--- config.mk ---
export PLATFORM = sky130hd
export DESIGN_NAME = iq_decim_chain
export DESIGN_NICKNAME = d
export VERILOG_FILES = /design/src/rtl/iq_decim_pkg.sv /design/src/rtl/iq_decim_stage.sv /design/src/rtl/iq_decim_chain.sv
export SDC_FILE = /design/constraint.sdc
export NUM_CORES = 2
export LEC_CHECK = 0
export ABC_AREA = 1
export BUFFER_PORTS_ARGS = -buffer_cell sky130_fd_sc_hd__buf_2
export CAP_MARGIN = 20
export CELL_PAD_IN_SITES_DETAIL_PLACEMENT = 0
export CELL_PAD_IN_SITES_GLOBAL_PLACEMENT = 1
export CORE_MARGIN = 2
export CORE_UTILIZATION = 50
export DETAILED_ROUTE_END_ITERATION = 8
export GPL_ROUTABILITY_DRIVEN = 0
export PLACE_DENSITY_LB_ADDON = 0.1
export REMOVE_ABC_BUFFERS = 1
export SLEW_MARGIN = 20
export SYNTH_ARGS = -nofsm -noshare
export SYNTH_HDL_FRONTEND = slang
export SYNTH_HIERARCHICAL = 1
export SYNTH_SLANG_ARGS = --single-unit
--- constraint.sdc ---
create_clock -name clk -period 18.2 [get_ports clk]
set_input_delay 3.64 -clock clk [delete_from_list [all_inputs] [get_ports clk]]
set_output_delay 3.64 -clock clk [all_outputs]
set_load 0.005 [all_outputs]
--- src/rtl/iq_decim_pkg.sv ---
package iq_decim_pkg;

    localparam int SAMP_W = 16;

    typedef struct packed {
        logic                     vld;
        logic signed [SAMP_W-1:0] i;
        logic signed [SAMP_W-1:0] q;
    } iq_t;

    typedef enum logic {
        ST_FLUSH = 1'b0,
        ST_RUN   = 1'b1
    } ctl_state_t;

endpackage

--- src/rtl/iq_decim_stage.sv ---
module iq_decim_stage
    import iq_decim_pkg::*;
#(
    parameter int RATIO      = 2,
    parameter int RECIP_BITS = 16
) (
    input  logic clk,
    input  logic rst_n,
    input  logic clr,
    input  logic en,
    input  iq_t  s_in,
    output iq_t  s_out
);
    localparam int     SH     = $clog2(RATIO);
    localparam int     SUM_W  = SAMP_W + SH;
    localparam int     PROD_W = SUM_W + RECIP_BITS + 2;
    localparam bit     POW2   = (RATIO & (RATIO - 1)) == 0;
    localparam longint RECIP  = ((longint'(1) << RECIP_BITS) + RATIO - 1) / RATIO;
    localparam logic signed [PROD_W-1:0] HI = PROD_W'((longint'(1) << (SAMP_W - 1)) - 1);
    localparam logic signed [PROD_W-1:0] LO = PROD_W'(-(longint'(1) << (SAMP_W - 1)));

    logic [SH-1:0]            phase;
    logic signed [SUM_W-1:0]  acc_i, acc_q;
    logic signed [SUM_W-1:0]  nxt_i, nxt_q;
    logic                     grp_done;

    function automatic logic signed [SAMP_W-1:0] shrink(input logic signed [SUM_W-1:0] s);
        logic signed [PROD_W-1:0] w;
        if (POW2) begin
            w = PROD_W'(s) >>> SH;
        end else begin
            w = (PROD_W'(s) * PROD_W'(RECIP)) >>> RECIP_BITS;
        end
        if (w > HI) begin
            return SAMP_W'(HI);
        end else if (w < LO) begin
            return SAMP_W'(LO);
        end
        return SAMP_W'(w);
    endfunction

    always_comb begin
        nxt_i    = acc_i + SUM_W'(s_in.i);
        nxt_q    = acc_q + SUM_W'(s_in.q);
        grp_done = (phase == SH'(RATIO - 1));
    end

    always_ff @(posedge clk) begin
        if (!rst_n) begin
            phase <= '0;
            acc_i <= '0;
            acc_q <= '0;
            s_out <= '0;
        end else if (clr) begin
            phase     <= '0;
            acc_i     <= '0;
            acc_q     <= '0;
            s_out.vld <= 1'b0;
        end else begin
            s_out.vld <= 1'b0;
            if (s_in.vld) begin
                if (!en) begin
                    s_out <= s_in;
                end else if (grp_done) begin
                    s_out.vld <= 1'b1;
                    s_out.i   <= shrink(nxt_i);
                    s_out.q   <= shrink(nxt_q);
                    phase     <= '0;
                    acc_i     <= '0;
                    acc_q     <= '0;
                end else begin
                    acc_i <= nxt_i;
                    acc_q <= nxt_q;
                    phase <= phase + 1'b1;
                end
            end
        end
    end

endmodule

--- src/rtl/iq_decim_chain.sv ---
module iq_decim_chain
    import iq_decim_pkg::*;
#(
    parameter int HALF_STAGES = 5,
    parameter int HEAD_RATIO  = 10,
    parameter int RECIP_BITS  = 16
) (
    input  logic                     clk,
    input  logic                     rst_n,
    input  logic [HALF_STAGES:0]     cfg_en,
    input  logic                     in_vld,
    input  logic signed [SAMP_W-1:0] in_i,
    input  logic signed [SAMP_W-1:0] in_q,
    output logic                     out_vld,
    output logic signed [SAMP_W-1:0] out_i,
    output logic signed [SAMP_W-1:0] out_q
);
    localparam int NSTAGE = HALF_STAGES + 1;

    ctl_state_t          state, state_nxt;
    logic [NSTAGE-1:0]   cfg_q;
    logic                clr;
    logic                accept;
    iq_t                 chain [NSTAGE+1];

    // state register
    always_ff @(posedge clk) begin
        if (!rst_n) begin
            state <= ST_FLUSH;
        end else begin
            state <= state_nxt;
        end
    end

    // transitions
    always_comb begin
        state_nxt = state;
        unique case (state)
            ST_FLUSH: state_nxt = ST_RUN;
            ST_RUN:   if (cfg_en != cfg_q) state_nxt = ST_FLUSH;
        endcase
    end

    // state outputs
    always_comb begin
        clr    = 1'b0;
        accept = 1'b0;
        unique case (state)
            ST_FLUSH: clr    = 1'b1;
            ST_RUN:   accept = in_vld && (cfg_en == cfg_q);
        endcase
    end

    always_ff @(posedge clk) begin
        if (!rst_n) begin
            cfg_q <= '0;
        end else if (state == ST_FLUSH) begin
            cfg_q <= cfg_en;
        end
    end

    always_comb begin
        chain[0].vld = accept;
        chain[0].i   = in_i;
        chain[0].q   = in_q;
    end

    for (genvar g = 0; g < NSTAGE; g++) begin : g_stage
        iq_decim_stage #(
            .RATIO      ((g == 0) ? HEAD_RATIO : 2),
            .RECIP_BITS (RECIP_BITS)
        ) u_stage (
            .clk   (clk),
            .rst_n (rst_n),
            .clr   (clr),
            .en    (cfg_q[g]),
            .s_in  (chain[g]),
            .s_out (chain[g+1])
        );
    end

    always_comb begin
        out_vld = chain[NSTAGE].vld;
        out_i   = chain[NSTAGE].i;
        out_q   = chain[NSTAGE].q;
    end

endmodule

==> out/metrics.yaml <==
yosys:
  yosys.area.top_type: "dfxtp_1"
  synth_top_cell_area_share: 0.215
  ys_seq_elements: 424
  syn_avg_cell_area_sq_um: 6.40
  ys_warn_count: 6
  ys_types: 50
  syn_inst: 6152
  synth_area_leaders: "dfxtp_1, nand2_1, ha_1"
  synthesis.area_sq_um: 39400
  ys_seq_area_frac: 0.215
run:
  max-cap-violations: 0
power_and_ir_drop:
  ir_drop_uv: 93.7
  power.total_mw: 4.48
  power.density_nw_per_um2: 105
  p_leak_nw: 22.5
routing:
  drc: 0
  wl_met3_mm: 4.92
  vias: 37700
  dr.first_iter.drc_count: 2185
  detail-route-antenna-nets: 0
  top_layer: "met5"
  wl_per_cell_um: 16.1
  wl_met2_mm: 54.6
  first_pass_iters: 6
  vias_per_cell: 5.21
  wirelength_met1_mm: 53.6
  routed_wl_mm: 116
floorplanning:
  die_w_um: 285
  initial_core_util: 0.507
  std_cell_rows: 102
  ios: 74
  design.die.area_sq_um: 81100
  core-area_sq_um: 77700
  die_h_um: 285
timing:
  layout_setup_ws_ps: 8150
  relSlewSlack: 0.260
  fin_crit_sh: 0.552
  rsz0062_at_grt: "no"
  fmax_ghz: 0.0995
  fin_skew_ps: 28.4
  tightestPinTransition_ps: 1110
  finalHoldViolCount: 0
  setup_viol: 0
  min_period_ps: 10050
  finalSetupTns_ps: 0
  drv_slew: 0
clocking:
  clk_pin_slew_ps: 60
  cts.path.max_buffers: 3
  post-cts-setup-buffers: 0
  cts.repair.resized: 0
  clk_latency_ps: 650
  cts_made_buffers: 54
  clock_sinks: 424
  cts_hold_buf: 0
  h-tree-depth: 2
  clockRootBuffer: "clkbuf_16"
  cts_tree: "yes"
cells_and_area:
  syn_to_final_growth_pct: 8.00
  instances_no_fill: 7230
  multi_input_area_sq_um: 26000
  drive_above_1_share: 0.0522
  fill_cells: 8038
  nNetsFinal: 6729
  layout.area.seq_sq_um: 8490
  antenna_cells: 0
place:
  placedCellCount: 7129
  place_worst_setup_slack_ps: 7590
  io_buffers: 73
  dp_hpwl_mm: 89.6
worst_setup_path:
  crit_type: "input port to flip-flop"
  critPathMaxStageDelay_ps: 570
  crit_slowest_cell: "xor2_1"
  required_ps: 18740
  path_max_fanout: 15
  cp_common_cell: "nand2_1"
  cp_data_arrival_time_ps: 10590
  worst-path-buf-inv: 7
  critPathLaunchType: "input port"
  crit_family: "adder cells"
  end_kind: "flip-flop"
global_route:
  grt_use_total: 0.283
  grt_first_pass_wirelength_mm: 188
  gr-total-overflow: 0
  grt_pass1_vias: 36000
  grt_max_degree: 60
  antenna_found_initial: 3
run_status:
  status: "finished, final reports clean"
hold_path:
  hold_class: "flip-flop to flip-flop"
==> per-layer routing <==
metal / vias up / global-route usage
met5: - / 0
li1: 19400 / -
met3: 182 / 0.0279
met4: 6 / 0.0808
met2: 775 / 0.490
met1: 17300 / 0.373
==> worst paths after layout <==
check / startpoint / to / slack [ps] / cells past startpoint
setup reg to reg: g_stage[0].u_stage/acc_q[0] / g_stage[0].u_stage/s_out[11] / 11010 / 34
hold reg to reg: g_stage[4].u_stage/acc_q[4] / g_stage[4].u_stage/acc_q[4] / 470 / 2
hold / removal: g_stage[4].u_stage/acc_q[4] / g_stage[4].u_stage/acc_q[4] / 470 / 2
setup / recovery: in_i[0] / g_stage[0].u_stage/s_out[25] / 8150 / 32
==> report_power, final <==
group / total [mW] / switching [mW] / internal [mW]
clock network: 1.17 / 0.462 / 0.711
logic: 2.37 / 1.56 / 0.814
registers: 0.933 / 0.00352 / 0.930
total: 4.48 / 2.02 / 2.45
==> worst reg2reg max path, delay by kind of cell, from the launching register on <==
family                     cells  cell delay, ps
AOI/OAI and AO/OA              6            1380
adders and majority gates      8            3430
buffers and inverters          7             460
DFF                            1             330
and+or+nand+nor               13            1500
==> cells in the mapped netlist, drive strengths merged <==
cell	instances
nand2	1900
clkinv	1
and3	1
xnor2	64
a21boi	2
fa	158
nand3b	49
dfxtp	424
ha	384
o211a	1
a22oi	1
a21o	12
a311oi	1
o22ai	2
buf	62
a21oi	804
and2	3
nand3	412
xor2	58
o21a	1
nor4	5
inv	1127
nor3	60
o211ai	1
clkbuf	99
nor2	222
or2	48
mux2	2
o2111ai	1
a211oi	1
o21ai	201
a31oi	2
o21bai	24
nand4	19
==> cell usage in the layout (no fill, tap or decap), drive strengths merged, types with 48 or more instances in the layout <==
cell type,instances
nand2,1900
inv,1131
a21oi,804
dfxtp,424
nand3,412
ha,384
nor2,222
o21ai,201
fa,158
buf,99
clkbuf,74
xnor2,64
nor3,60
xor2,58
nand3b,49
or2,48
==> through the flow <==
step | hold slack [ps] | cell area, sq um | utilization
finish | 467 | 42600 | 0.547
global route | 482 | 42600 | 0.547
CTS | 469 | 42500 | 0.547
detailed placement | 459 | 40600 | 0.522
global placement | 456 | 40600 | 0.522
floorplan | 441 | 38700 | -
==> state kept, by name, indices dropped and copies added, names as in the netlist <==
| signal | flops |
|---|---|
| g_stage.u_stage/grp_done | 5 |
| g_stage.u_stage/acc_q | 105 |
| cfg_q | 6 |
| g_stage.u_stage/s_out | 198 |
| g_stage.u_stage/acc_i | 105 |
| g_stage.u_stage/phase | 4 |
| state | 1 |
==> logic make-up after synthesis <==
group / count (synthesis) / synth area share
adders and majority gates: 542 / 0.202
and+or+nand+nor: 2719 / 0.290
AOI/OAI and AO/OA: 1054 / 0.139
muxes: 2 / 0.000572
DFF: 424 / 0.215
xor gates and xnor gates: 122 / 0.0273
buffers and inverters: 1289 / 0.126
==> area by class of cell <==
class	instances	share of cell area
Multi-Input combinational cell	4439	0.611
Inverter	1128	0.0995
Sequential cell	424	0.199
Tap cell	1040	0.0306
Timing Repair Buffer	99	0.0135
Clock buffer	74	0.0371
Clock inverter	26	0.00917
Note: power is estimated with default switching activity, not from simulation.
